**src/rtl/vcap_pkg.sv**
```systemverilog
package vcap_pkg;

    localparam int PIX_W = 8;

    typedef enum logic [2:0] {
        ST_IDLE,
        ST_ARM,
        ST_SKIP,
        ST_LINE,
        ST_PORCH,
        ST_ACTIVE,
        ST_DONE
    } seq_state_e;

    typedef struct packed {
        logic cs_fall;
        logic vs_fall;
    } sync_ev_t;

    function automatic int imax(input int a, input int b);
        return (a > b) ? a : b;
    endfunction

    function automatic int bits_for(input int n);
        return (n < 2) ? 1 : $clog2(n);
    endfunction

endpackage

```
**src/rtl/vcap_sync_edge.sv**
```systemverilog
module vcap_sync_edge #(
    parameter int N = 2
) (
    input  logic         clk,
    input  logic         rst,
    input  logic [N-1:0] raw,
    output logic [N-1:0] fall
);
    for (genvar i = 0; i < N; i++) begin : g_ch
        logic s1, s2, prev, fall_r;
        always_ff @(posedge clk) begin
            if (rst) begin
                s1     <= 1'b1;
                s2     <= 1'b1;
                prev   <= 1'b1;
                fall_r <= 1'b0;
            end else begin
                s1     <= raw[i];
                s2     <= s1;
                prev   <= s2;
                fall_r <= prev & ~s2;
            end
        end
        assign fall[i] = fall_r;
    end
endmodule

```
**src/rtl/vcap_spacer.sv**
```systemverilog
module vcap_spacer #(
    parameter int ACC_W = 10
) (
    input  logic             clk,
    input  logic             rst,
    input  logic             load,
    input  logic             adv,
    input  logic [ACC_W-1:0] num,
    input  logic [ACC_W-1:0] den,
    output logic             fire
);
    logic [ACC_W-1:0] acc;
    logic [ACC_W:0]   sum;
    logic [ACC_W:0]   wrap;
    logic             hit;

    always_comb begin
        sum  = {1'b0, acc} + {1'b0, num};
        hit  = (sum >= {1'b0, den});
        wrap = sum - {1'b0, den};
        fire = adv & hit;
    end

    always_ff @(posedge clk) begin
        if (rst) begin
            acc <= '0;
        end else if (load) begin
            acc <= den - num;
        end else if (adv) begin
            acc <= hit ? wrap[ACC_W-1:0] : sum[ACC_W-1:0];
        end
    end
endmodule

```
**src/rtl/vcap_wr_port.sv**
```systemverilog
module vcap_wr_port #(
    parameter int ADDR_W = 16,
    parameter int DW     = 8
) (
    input  logic              clk,
    input  logic              rst,
    input  logic              clear,
    input  logic              req,
    input  logic [DW-1:0]     pix,
    output logic [ADDR_W-1:0] addr,
    output logic [DW-1:0]     data,
    output logic              we
);
    logic [ADDR_W-1:0] next_addr;
    logic              pend;

    always_ff @(posedge clk) begin
        if (rst) begin
            next_addr <= '0;
            addr      <= '0;
            data      <= '0;
            pend      <= 1'b0;
            we        <= 1'b0;
        end else if (clear) begin
            next_addr <= '0;
            pend      <= 1'b0;
            we        <= 1'b0;
        end else begin
            we <= pend;
            if (req) begin
                addr      <= next_addr;
                data      <= pix;
                next_addr <= next_addr + 1'b1;
                pend      <= 1'b1;
            end else begin
                pend <= 1'b0;
            end
        end
    end
endmodule

```
**src/rtl/vcap_frame_seq.sv**
```systemverilog
module vcap_frame_seq
    import vcap_pkg::*;
#(
    parameter int LINE_WAIT = 17,
    parameter int PORCH_CYC = 95,
    parameter int ACT_CYC   = 524,
    parameter int ACT_LINES = 241,
    parameter int SM_COLS   = 14,
    parameter int SM_ROWS   = 10,
    parameter int LG_COLS   = 196,
    parameter int LG_ROWS   = 210,
    parameter int ADDR_W    = 16
) (
    input  logic              clk,
    input  logic              rst,
    input  logic              enable,
    input  logic              mode_large,
    input  logic              csync_in,
    input  logic              vsync_in,
    input  logic [7:0]        adc_data,
    output logic              adc_oe,
    output logic [ADDR_W-1:0] sram_addr,
    output logic [7:0]        sram_data,
    output logic              sram_we,
    output logic              row_inc,
    output logic              done
);
    localparam int CNT_W = bits_for(imax(imax(PORCH_CYC, ACT_CYC), LINE_WAIT) + 1);
    localparam int COL_W = bits_for(imax(ACT_CYC, LG_COLS) + 1);
    localparam int ROW_W = bits_for(imax(ACT_LINES, LG_ROWS) + 1);

    seq_state_e       state;
    sync_ev_t         ev;
    logic [1:0]       falls;
    logic [CNT_W-1:0] cnt;
    logic [ROW_W-1:0] rows;
    logic             large_q;
    logic [COL_W-1:0] ncols;
    logic [ROW_W-1:0] nrows;
    logic             row_fire, col_fire;
    logic             row_load, row_adv, col_load, col_adv, wr_clear;

    vcap_sync_edge #(.N(2)) sync_i (
        .clk  (clk),
        .rst  (rst),
        .raw  ({csync_in, vsync_in}),
        .fall (falls)
    );
    assign ev.cs_fall = falls[1];
    assign ev.vs_fall = falls[0];

    assign ncols = large_q ? COL_W'(LG_COLS) : COL_W'(SM_COLS);
    assign nrows = large_q ? ROW_W'(LG_ROWS) : ROW_W'(SM_ROWS);

    assign row_load = (state == ST_IDLE) || (state == ST_ARM) || (state == ST_SKIP);
    assign row_adv  = (state == ST_LINE) && ev.cs_fall;
    assign col_load = (state == ST_PORCH);
    assign col_adv  = (state == ST_ACTIVE);
    assign wr_clear = (state == ST_IDLE) || (state == ST_ARM);

    vcap_spacer #(.ACC_W(ROW_W)) row_sp_i (
        .clk  (clk),
        .rst  (rst),
        .load (row_load),
        .adv  (row_adv),
        .num  (nrows),
        .den  (ROW_W'(ACT_LINES)),
        .fire (row_fire)
    );

    vcap_spacer #(.ACC_W(COL_W)) col_sp_i (
        .clk  (clk),
        .rst  (rst),
        .load (col_load),
        .adv  (col_adv),
        .num  (ncols),
        .den  (COL_W'(ACT_CYC)),
        .fire (col_fire)
    );

    vcap_wr_port #(.ADDR_W(ADDR_W), .DW(PIX_W)) wr_i (
        .clk   (clk),
        .rst   (rst),
        .clear (wr_clear),
        .req   (col_fire),
        .pix   (adc_data),
        .addr  (sram_addr),
        .data  (sram_data),
        .we    (sram_we)
    );

    always_ff @(posedge clk) begin
        if (rst) begin
            state   <= ST_IDLE;
            cnt     <= '0;
            rows    <= '0;
            large_q <= 1'b0;
            row_inc <= 1'b0;
        end else begin
            row_inc <= 1'b0;
            if (state != ST_IDLE && !enable) begin
                state <= ST_IDLE;
            end else begin
                case (state)
                    ST_IDLE: if (enable) begin
                        large_q <= mode_large;
                        state   <= ST_ARM;
                    end
                    ST_ARM: if (ev.vs_fall) begin
                        cnt   <= '0;
                        rows  <= '0;
                        state <= ST_SKIP;
                    end
                    ST_SKIP: if (ev.cs_fall) begin
                        if (cnt == CNT_W'(LINE_WAIT - 1)) state <= ST_LINE;
                        cnt <= cnt + 1'b1;
                    end
                    ST_LINE: if (row_fire) begin
                        cnt   <= '0;
                        state <= ST_PORCH;
                    end
                    ST_PORCH: begin
                        if (cnt == CNT_W'(PORCH_CYC - 1)) begin
                            cnt   <= '0;
                            state <= ST_ACTIVE;
                        end else begin
                            cnt <= cnt + 1'b1;
                        end
                    end
                    ST_ACTIVE: begin
                        if (cnt == CNT_W'(ACT_CYC - 1)) begin
                            row_inc <= 1'b1;
                            rows    <= rows + 1'b1;
                            state   <= (rows == nrows - ROW_W'(1)) ? ST_DONE : ST_LINE;
                        end else begin
                            cnt <= cnt + 1'b1;
                        end
                    end
                    ST_DONE: state <= ST_DONE;
                    default: state <= ST_IDLE;
                endcase
            end
        end
    end

    assign adc_oe = (state == ST_ACTIVE);
    assign done   = (state == ST_DONE);

endmodule

```
**config.mk**
```make
export PLATFORM = sky130hd
export DESIGN_NAME = vcap_frame_seq
export DESIGN_NICKNAME = d
export VERILOG_FILES = /design/src/rtl/vcap_pkg.sv /design/src/rtl/vcap_sync_edge.sv /design/src/rtl/vcap_spacer.sv /design/src/rtl/vcap_wr_port.sv /design/src/rtl/vcap_frame_seq.sv
export SDC_FILE = /design/constraint.sdc
export NUM_CORES = 1
export LEC_CHECK = 0
export BUFFER_PORTS_ARGS = -buffer_cell sky130_fd_sc_hd__buf_4
export CAP_MARGIN = 20
export CORE_MARGIN = 5
export CORE_UTILIZATION = 35
export CTS_CLUSTER_DIAMETER = 80
export CTS_CLUSTER_SIZE = 25
export DETAILED_ROUTE_END_ITERATION = 8
export SYNTH_ARGS = -nofsm -noshare
export SYNTH_HDL_FRONTEND = slang
export SYNTH_SLANG_ARGS = --single-unit
```
**constraint.sdc**
```tcl
create_clock -name clk -period 3.5 [get_ports clk]
set_input_delay 0.175 -clock clk [delete_from_list [all_inputs] [get_ports clk]]
set_output_delay 0.175 -clock clk [all_outputs]
set_load 0.1 [all_outputs]
```
# Word level (Yosys, flattened, before mapping)
# Cells that the tools add are included.
# op_classes
n_addsub	10
mul	0
div	0
order_cmp	2
n_eq_ne	18
shift	0
mux	28
bitwise	9
n_reduce_logical	19
# ops
op	n
$mux 10	8
$mux 8	7
$pmux 10 s5	1
$mux 3	8
$pmux 3 s7	1
$add 16x1->16 const B	1
$pmux 8 s2	1
$add 10x8->11	1
$ge 11x10->1 const B	1
$add 10x1->10 const B	1
$eq 10x10->1 const B	1
$eq 10x5->1 const B	1
$eq 10x7->1 const B	1
$sub 10x10->10 const B	1
$sub 10x8->10 const A	1
$add 8x8->9	1
$eq 3x3->1 const B	3
$ge 9x8->1 const B	1
$add 8x1->8 const B	1
$eq 8x8->1	1
$ne 2x1->1 const B	4
$ne 2x2->1 const B	4
$sub 8x1->8 const B	1
$sub 8x8->8 const A	1
other kinds (20)	34
# totals
reg_bits	91
latch_bits	0
ramBits	0
mem_bits_ro	0
input_bits	14
output_inout_bits	28
n_memories	0

# Logic depth before layout (Yosys ltp)
# Gate-level depths: netlist of run 1.
# logic_depth
depth_word	6
ltp_mapped	14

# Modules after synthesis
# Synthesis of run 1 repeated with hierarchy kept, for this count alone.
# unflattened
hier_cells	823
hier_area_um2	6678.9
# modules_own_cells
mod	n_inst	cells_each	area_per_inst_um2	seq_area_each_um2
vcap_spacer (col_sp_i)	1	227	1814.2	200.2
vcap_wr_port	1	197	1660.3	840.8
vcap_frame_seq	1	190	1491.4	460.4
vcap_spacer (row_sp_i)	1	191	1485.2	160.2
vcap_sync_edge	1	18	227.7	160.2

# Worst setup path before layout of run 1
# Ideal clock, no wire load.
# synth_timing
kind	register -> register
from	register large_q
to	register wr_i.addr[10]
arrival_ns	2.816
t_required_ns	3.372
path_slack_ns	0.557
path_stages_with_launch	15
cell_sequence	dfxtp_1 -> inv_1 -> ha_1 -> inv_1 -> ha_1 -> nand2b_1 -> a211oi_2 -> a211oi_1 -> or3_1 -> buf_6 -> o211ai_4 -> buf_8 -> buf_12 -> mux2i_1 -> nor2_1
# synth_via
elab_chain_cells	5
# synth_rtl
element	line_no	rtl
start: declaration	vcap_frame_seq.sv:37	logic large_q;
start signal: assignment	vcap_frame_seq.sv:106	large_q <= mode_large;
$mux 8	vcap_frame_seq.sv:52	assign ncols = large_q ? COL_W'(LG_COLS) : COL_W'(SM_COLS);
$add 10x8->11	vcap_spacer.sv:18	sum = {1'b0, acc} + {1'b0, num};
$ge 11x10->1	vcap_spacer.sv:19	hit = (sum >= {1'b0, den});
$and 1x1->1	vcap_spacer.sv:21	fire = adv & hit;
$reduce_and 2->1 (no source line)	--	
end signal: assignment	vcap_wr_port.sv:31	addr <= next_addr;
end: declaration	vcap_wr_port.sv:10	output logic [ADDR_W-1:0] addr,
# No other way between the ends.
# A chain may end at the register's enable or synchronous reset.

# Worst setup path after layout of run 1
# layout_timing
from	register large_q
to	register wr_i.next_addr[7]
# layout_via
elab_chain_cells	4
# layout_rtl
element	line_no	rtl
$mux 8	vcap_frame_seq.sv:52	
$add 10x8->11	vcap_spacer.sv:18	
$ge 11x10->1	vcap_spacer.sv:19	
$and 1x1->1	vcap_spacer.sv:21	
end signal: assignment	vcap_wr_port.sv:33	next_addr <= next_addr + 1'b1;
end: declaration	vcap_wr_port.sv:14	logic [ADDR_W-1:0] next_addr;
# No other way between the ends.

==> metrics.md, run 1 <==
| Metric | Value |
|---|---|
| Clock buffer count from CTS | `9` |
| Initial antenna violation count | `0` |
| Total via count after detailed routing | `4,438` |
| Mean area per synthesized cell | `8.575 um2` |
| Category of the worst setup path capture point | `flip-flop` |
| Final worst path period need | `3219 ps` |
| Worst slew slack as a fraction of its limit | `52.33%` |
| Height of the chip | `130.5 um` |
| Number of buffers added to fix hold violations after cts | `0` |
| Die area | `17,040 um2` |
| Total of endpoints with negative setup slack in the final report | `0` |
| Worst VDD drop | `0.2236 mV` |
| Worst-case clock skew | `7.779 ps` |
| PortBufs | `41` |
| Count of inserted antenna diode cells | `0` |
| CP Data Required Time | `3770 ps` |
| Clk sink count | `90` |
| Aggregate global-route resource usage | `14.25%` |
| Global-route wire length before repair | `20,070 um` |
| Total of warnings raised by yosys | `0` |
| Type of the setup path with the least slack | `reg2reg` |
| Final wirelength | `11,630 um` |
| Routed vias/inst | `5.432` |
| DRT iter0 DRCs | `190` |
| CTS tree | `built` |
| Maximum number of pins on one net before global-route repair | `58` |
| Htree depth | `3` |
| Tcrit/Tclk final | `91.96%` |
| Power share of the clock group | `30.3%` |
| Worst skew pair latency | `340 ps` |
| Int Pwr | `1946 uW` |
| Leading cell type in the layout, fill and taps excluded | `sky130_fd_sc_hd__dfxtp_1` |
| Max-slew violation count | `0` |
| Maximum frequency from static timing analysis | `310.7 MHz` |
| Nets | `667` |
| Highest-count cells in the layout ignoring fill and taps | `90 x sky130_fd_sc_hd__dfxtp_1, 69 x sky130_fd_sc_hd__nor2_1, 48 x sky130_fd_sc_hd__buf_4` |
| Via count of the first global-routing pass | `4,255` |
| Global placer's final weighted congestion | `0.8700` |
| Gr ovfl total | `0` |
| Share of layout cells above drive strength 1 | `15.80%` |
| Total negative slack for setup checks | `0 ps` |
| Sequential fraction of the synthesis area | `35.43%` |
| Cell at the root of the clock tree | `sky130_fd_sc_hd__clkbuf_16` |
| CP Launch Type | `flip-flop` |
| Fill cells | `1,433` |
| Sum of net half-perimeters after detailed placement | `8396 um` |
| Gate power share | `31.9%` |
| Stage delay of the slowest cell on the critical path | `520 ps` |
| Total power density per cell area | `515.1 nW/um2` |
| Cell breakdown of the critical path | `inv_1, ha_1, inv_1, ha_1, nand2b_1, a211oi_2, o21ai_1, a21boi_2, o211ai_4, buf_12, or4_1, a21oi_1` |
| Arrival time of data at the critical path endpoint | `3490 ps` |
| Number of placed I/O pins | `42` |
| Die outline width | `130.5 um` |
| Setup repair after global routing missed its margin | `no` |
| CP max stage cell | `sky130_fd_sc_hd__or4_1` |
| Sw Share | `35.02%` |
| Number of max-capacitance violations reported | `0` |
| Static Leak | `0.002323 uW` |
| Total area of sequential cells | `1802 um2` |
| Synth Cell Area | `5085 um2` |
| Area taken by multi-input logic gates | `3025 um2` |
| Relative contribution of sequential cells to total power | `37.9%` |
| Synth async-reset ratio | `0%` |
| Total iterations of the first detailed-routing run | `4` |
| Maximum buffer depth of the clock tree | `2` |
| Outcome | `completed` |
| Number of DRC violations after detailed routing | `0` |
| Area of the placeable core | `14,370 um2` |
| Area added between synthesis and finish | `14.35%` |
| Count of flip-flops with a built-in enable after synthesis | `0` |
| Routed WL per cell | `14.23 um` |
| Final hold slack | `16.73 ps` |
| Pin slew with the least headroom to its limit | `705.2 ps` |
| Count of different cell masters after synthesis | `75` |
| Biggest fanout along the worst timing path | `28` |
| Post-Synthesis Cells | `593` |
| Synthesized netlist net count | `632` |
| Power Total | `2995 uW` |
| Clock-pin transition on the worst setup and hold timing paths | `60 ps` |
| Number of post-CTS setup repair buffers | `0` |
| Final Hold Vio Count | `0` |
| Psw | `1049 uW` |
| PostCTS Resize Cnt | `0` |
| Starting utilization of the core area | `35.39%` |
| Synth Register Bits | `90` |
| Primary FF master, synth | `sky130_fd_sc_hd__dfxtp_1` |
| Residual antenna-violating net count after detailed routing | `0` |
| Site Rows | `44` |
| Worst min path class | `in2reg` |
-- layout make-up --
cell class | instances | area share, %
repair buffers | 49 | 6.542
flip-flops and latches | 90 | 30.99
clock inverters | 4 | 0.4519
well taps | 184 | 3.960
clock buffers | 12 | 4.411
inverters | 25 | 1.614
multi-input cells | 453 | 52.03
-- power groups by stage --
| stage | Sequential [uW] | Combinational [uW] | Clock, uW |
|---|---|---|---|
| floorplan | 1140 | 744 | 0 |
| detailed placement | 1160 | 942 | 0 |
| CTS | 1130 | 948 | 938 |
| global placement | 1150 | 928 | 0 |
| global route | 1140 | 1050 | 972 |
| finish | 1130 | 955 | 906 |
-- logic make-up (layout without fill, tap and decap cells) --
logic type	after synthesis	count (layout)	synth area share (%)
adders and majority gates	25	25	6.152
and+or+nand+nor	235	235	23.94
muxes	29	29	5.733
DFF	90	90	35.43
xor gates and xnor gates	19	19	3.273
buffers and inverters	50	90	5.069
AOI/OAI and AO/OA	145	145	20.40
-- critical path, delay by kind of cell, from the launching register on --
kind | cells | cell delay [ps]
AO/OA/AOI/OAI | 5 | 1210
AND/OR/NAND/NOR | 2 | 720
adder cells (fa/ha/maj) | 2 | 470
buffers and inverters | 3 | 430
flip-flops | 1 | 310
-- metrics by stage --
stage | std cells | setup WS [ps] | util (%) | cell area [um2]
2_1_floorplan | 593 | 556.5 | - | 5085
3_3_place_gp | 801 | 455.5 | 38.50 | 5532
3_5_place_dp | 801 | 321.2 | 38.50 | 5532
4_1_cts | 817 | 295.5 | 40.47 | 5814
5_1_grt | 817 | 31.72 | 40.47 | 5814
6_report | 817 | 281.5 | 40.47 | 5814
-- metal layers --
layer  track usage (%)  share of wire [%]  vias up
li1                  -                  -     2256
met1             19.02                 48     2092
met2             22.67                 46       76
met3             2.724                3.9       14
met4             5.868                1.8        0
met5                 0                  0        -
-- synth_stat cells (4+ instances only) --
cell                        n  area (um2)
sky130_fd_sc_hd__a21oi_1   35       175.2
sky130_fd_sc_hd__o211ai_1   7       52.55
sky130_fd_sc_hd__o31ai_1    9       67.56
sky130_fd_sc_hd__dfxtp_1   90        1802
sky130_fd_sc_hd__nand2_1   33       123.9
sky130_fd_sc_hd__nand4_1   11       68.82
sky130_fd_sc_hd__o21ai_0   19       95.09
sky130_fd_sc_hd__or4_1     10       75.07
sky130_fd_sc_hd__nand2b_1   8       50.05
sky130_fd_sc_hd__ha_1      25       312.8
sky130_fd_sc_hd__o221ai_1   5       43.79
sky130_fd_sc_hd__and3_1     8       50.05
sky130_fd_sc_hd__nor3_1    15       75.07
sky130_fd_sc_hd__nor2_1    69       259.0
sky130_fd_sc_hd__nand3_1   27       135.1
sky130_fd_sc_hd__a31oi_1    5       31.28
sky130_fd_sc_hd__clkbuf_1  15       56.30
sky130_fd_sc_hd__or3_1      6       37.54
sky130_fd_sc_hd__inv_1     24       90.09
sky130_fd_sc_hd__o21ai_1    6       30.03
sky130_fd_sc_hd__a211o_1    4       35.03
sky130_fd_sc_hd__a21o_1     5       37.54
sky130_fd_sc_hd__mux2i_1   28       280.3
sky130_fd_sc_hd__or2_2     11       68.82
sky130_fd_sc_hd__xnor2_1   11       96.34
sky130_fd_sc_hd__nand3b_1   4       30.03
sky130_fd_sc_hd__nor4_1     6       37.54
sky130_fd_sc_hd__a211oi_1   5       37.54
sky130_fd_sc_hd__a32o_1     5       50.05
sky130_fd_sc_hd__o21a_1     4       30.03
sky130_fd_sc_hd__xor2_1     8       70.07
sky130_fd_sc_hd__nor2b_1    5       31.28
sky130_fd_sc_hd__and2_1     6       37.54
-- state kept, by name, summed over array words and instances, names as in the netlist, 2 cells and up --
signal / flops
sync_i.g_ch.fall_r: 2
sync_i.g_ch.s2: 2
sync_i.g_ch.s1: 2
col_sp_i.acc: 9
rows: 8
wr_i.next_addr: 16
cnt: 10
sync_i.g_ch.prev: 2
row_sp_i.acc: 8
wr_i.data: 8
state: 3
wr_i.addr: 16
-- final timing paths --
path	startpoint	end	slack [ps]	cells after the start
worst max register to register	large_q$_SDFFE_PP0P_	wr_i.next_addr[7]$_SDFFE_PP0P_	280	12
worst max-delay path	large_q$_SDFFE_PP0P_	wr_i.next_addr[7]$_SDFFE_PP0P_	280	12
worst min register to register	sync_i.g_ch[1].prev$_SDFF_PP1_	sync_i.g_ch[1].fall_r$_SDFF_PP0_	410	2
worst min-delay path	vsync_in	sync_i.g_ch[0].s1$_SDFF_PP1_	20	2
Power figures use the tool's default switching activity.
==> run 2: changes to the inputs <==
Settings changed: SYNTH_HIERARCHICAL from default to 1.
==> metrics.md, run 2 <==
| Metric | Value |
|---|---|
| Outcome | `completed` |
| Height of the chip | `148.1 um` |
| Primary FF master, synth | `sky130_fd_sc_hd__dfxtp_1` |
| Top flop regs | `wr_i/addr (16), wr_i/next_addr (16)` |
| Worst min path class | `in2reg` |
| Worst reg2reg startpoint | `large_q$_SDFFE_PP0P_` |
| Site Rows | `50` |
| Total power density per cell area | `440.8 nW/um2` |
| Number of placed I/O pins | `42` |
| Gr ovfl total | `0` |
| R2R cell count | `19` |
| Worst slew slack as a fraction of its limit | `50.78%` |
| Power Total | `3726 uW` |
| Total iterations of the first detailed-routing run | `4` |
| Aggregate global-route resource usage | `14.04%` |
| Arrival time of data at the critical path endpoint | `3670 ps` |
| Initial antenna violation count | `0` |
| Final Hold Vio Count | `0` |
| Worst skew pair latency | `350 ps` |
| Tcrit/Tclk final | `97.97%` |
| CP Launch Type | `flip-flop` |
| Final hold slack | `64.84 ps` |
| Biggest fanout along the worst timing path | `7` |
| Portion of synthesized cell area occupied by the leading cell type | `27.28%` |
| Pin slew with the least headroom to its limit | `732.7 ps` |
| Global placer's final weighted congestion | `0.8155` |
| Minimum setup slack among reg-to-reg paths | `70 ps` |
| CP Data Required Time | `3740 ps` |
| Final wirelength | `15,870 um` |
| Share of layout cells above drive strength 1 | `20.87%` |
| Cell breakdown of the critical path | `clkinv_8, ha_4, o211ai_2, a21oi_4, nor4_4, nor2_1, xor2_1, ha_1, nand4_1, nor3_2, a2111oi_4, o31ai_4, nand2b_4, and2_4, nand4_1, buf_4, nor4_4, xnor2_1, nor2_2` |
| Total via count after detailed routing | `5,989` |
| Gate power share | `43.3%` |
| Die area | `21,950 um2` |
| Count of flip-flops with a built-in enable after synthesis | `0` |
| Clk sink count | `91` |
| Area of the placeable core | `18,770 um2` |
| Relative contribution of sequential cells to total power | `30.3%` |
| Dominant cell type by area after synthesis | `sky130_fd_sc_hd__dfxtp_1` |
| Synth top cells by count | `91 x sky130_fd_sc_hd__dfxtp_1, 87 x sky130_fd_sc_hd__nand2_1, 72 x sky130_fd_sc_hd__a21oi_1` |
| Global-route wire length before repair | `26,110 um` |
| Starting utilization of the core area | `35.59%` |
| Final worst path period need | `3429 ps` |
| Worst VDD drop | `0.2378 mV` |
| Total of endpoints with negative setup slack in the final report | `0` |
| Residual antenna-violating net count after detailed routing | `0` |
| Synth Register Bits | `91` |
| Count of inserted antenna diode cells | `0` |
| Nets | `1,041` |
| End point of the most critical hold path | `wr_i/data[0]$_SDFFE_PP0P_` |
| Routed WL per cell | `13.20 um` |
| Most common cell in the netlist | `sky130_fd_sc_hd__dfxtp_1` |
| Category of the worst setup path capture point | `flip-flop` |
| CTS tree | `built` |
| Post-Synthesis Cells | `823` |
| Maximum buffer depth of the clock tree | `2` |
| Area added between synthesis and finish | `26.58%` |
| Stage delay of the slowest cell on the critical path | `400 ps` |
| Worst-case clock skew | `13.44 ps` |
| Type of the setup path with the least slack | `reg2reg` |
| Synth Cell Area | `6679 um2` |
| Die outline width | `148.1 um` |
| Share of the core filled with cells in the final layout | `45.05%` |
| Clock buffer count from CTS | `9` |
| Int Pwr | `2370 uW` |
| Max-slew violation count | `0` |
| Mean area per synthesized cell | `8.115 um2` |
| Setup repair after global routing missed its margin | `yes` |
| Highest-count cells in the layout ignoring fill and taps | `94 x sky130_fd_sc_hd__buf_4, 88 x sky130_fd_sc_hd__dfxtp_1, 87 x sky130_fd_sc_hd__nand2_1` |
| Via count of the first global-routing pass | `5,545` |
| PortBufs | `41` |
| Clock-pin transition on the worst setup and hold timing paths | `80 ps` |
| DRT iter0 DRCs | `253` |
| Htree depth | `3` |
| Maximum number of pins on one net before global-route repair | `47` |
| Reg2Reg Capture Point | `wr_i/next_addr[13]$_SDFFE_PP0P_` |
| Power share of the clock group | `26.4%` |
| Routed vias/inst | `4.983` |
| Number of DRC violations after detailed routing | `0` |
| Cell at the root of the clock tree | `sky130_fd_sc_hd__clkbuf_16` |
| Count of different cell masters after synthesis | `87` |
| Leading cell type in the layout, fill and taps excluded | `sky130_fd_sc_hd__buf_4` |
| Start point of the critical path | `large_q$_SDFFE_PP0P_` |
| Sequential fraction of the synthesis area | `27.28%` |
| Startpoint of the most critical hold path | `adc_data[0]` |
| Smallest setup slack after layout | `71.20 ps` |
| Worst hold path cell count | `3` |
| Main area contributors after synthesis | `sky130_fd_sc_hd__dfxtp_1 27%, sky130_fd_sc_hd__ha_1 11%, sky130_fd_sc_hd__a21oi_1 5.4%` |
| Sw Share | `36.39%` |
| CP max stage cell | `sky130_fd_sc_hd__dfxtp_4` |
| Worst slack at placement | `-81.73 ps` |
| Psw | `1356 uW` |
| Synth async-reset ratio | `0%` |
| Static Leak | `0.003455 uW` |
| Number of max-capacitance violations reported | `0` |
| Sum of net half-perimeters after detailed placement | `11,740 um` |
| Total negative slack for setup checks | `0 ps` |
| Total of warnings raised by yosys | `6` |
| Maximum frequency from static timing analysis | `291.6 MHz` |
## run 2: cell count changes after synthesis, moves of 10 or more
cell / delta
sky130_fd_sc_hd__a21oi_1: +37
sky130_fd_sc_hd__nand2_1: +54
sky130_fd_sc_hd__inv_1: +39
sky130_fd_sc_hd__mux2i_1: -10
sky130_fd_sc_hd__xnor2_1: +26
sky130_fd_sc_hd__ha_1: +33
sky130_fd_sc_hd__nand3_1: -10
## run 2: power groups by stage
| stage | Sequential [uW] | Combinational (uW) | Clock [uW] |
|---|---|---|---|
| 2_1_floorplan | 1110 | 1050 | 0 |
| 3_3_place_gp | 1150 | 1380 | 0 |
| 3_5_place_dp | 1150 | 1390 | 0 |
| 4_1_cts | 1120 | 1500 | 1010 |
| 5_1_grt | 1140 | 1790 | 1060 |
| 6_report | 1130 | 1610 | 984 |
## run 2: cell type report
class	count	area, um2
clock buffers	9	225.2
clock inverters	7	76.32
fillers	1869	10310
inverters	65	259.0
multi-input cells	692	4961
flip-flops and latches	91	1828
well taps	234	292.8
repair buffers	104	812.0
## run 2: metrics by stage
stage | instance area (um2) | cells
2_1_floorplan | 6954 | 879
3_3_place_gp | 7722 | 1168
3_5_place_dp | 7722 | 1168
4_1_cts | 8163 | 1194
5_1_grt | 8454 | 1202
6_report | 8454 | 1202
## run 2: logic make-up after synthesis
family	count (synthesis)	synth area share [%]
mux	22	3.484
compound gates	202	20.53
other cells	2	0.1124
fa+ha+maj	64	12.66
simple gates	295	23.14
xor+xnor	51	6.688
buf+inv	96	6.107
flops	91	27.28
## run 2: worst max-delay path by stage
| stage | end | slack [ps] | cells past startpoint |
|---|---|---|---|
| global placement | cnt[5]$_SDFFE_PP0P_ | -70 | 19 |
| CTS | cnt[2]$_SDFFE_PP0P_ | 0.9 | 18 |
| finish | wr_i/next_addr[13]$_SDFFE_PP0P_ | 70 | 19 |
| detailed placement | cnt[9]$_SDFFE_PP0P_ | -80 | 17 |
| global route | wr_i/next_addr[11]$_SDFFE_PP0P_ | -140 | 19 |
| floorplan | wr_i/next_addr[15]$_SDFFE_PP0P_ | -130 | 21 |
## run 2: routing by layer
metal | part of all wire [%] | GRT usage, % | vias up
met5 | 0 | 0 | -
met2 | 46 | 22.70 | 69
met3 | 2.6 | 2.377 | 11
li1 | - | - | 3148
met4 | 0.75 | 3.279 | 0
met1 | 50 | 19.65 | 2761
## run 2: worst max-delay path, delay by kind of cell, from the launching register on
kind	cells	cell delay, ps
simple gates	9	1290
fa+ha+maj	2	580
compound gates	4	410
flops	1	400
xor+xnor	2	350
buf+inv	2	290
## run 2: repair_timing
action,in CTS,in global routing
endpoints found under the setup margin,32,58
cloned,0,2
pin swaps,19,29
hold buffers,2,0
setup buffers,8,7
endpoints found under the hold margin,2,0
resized for setup,14,47
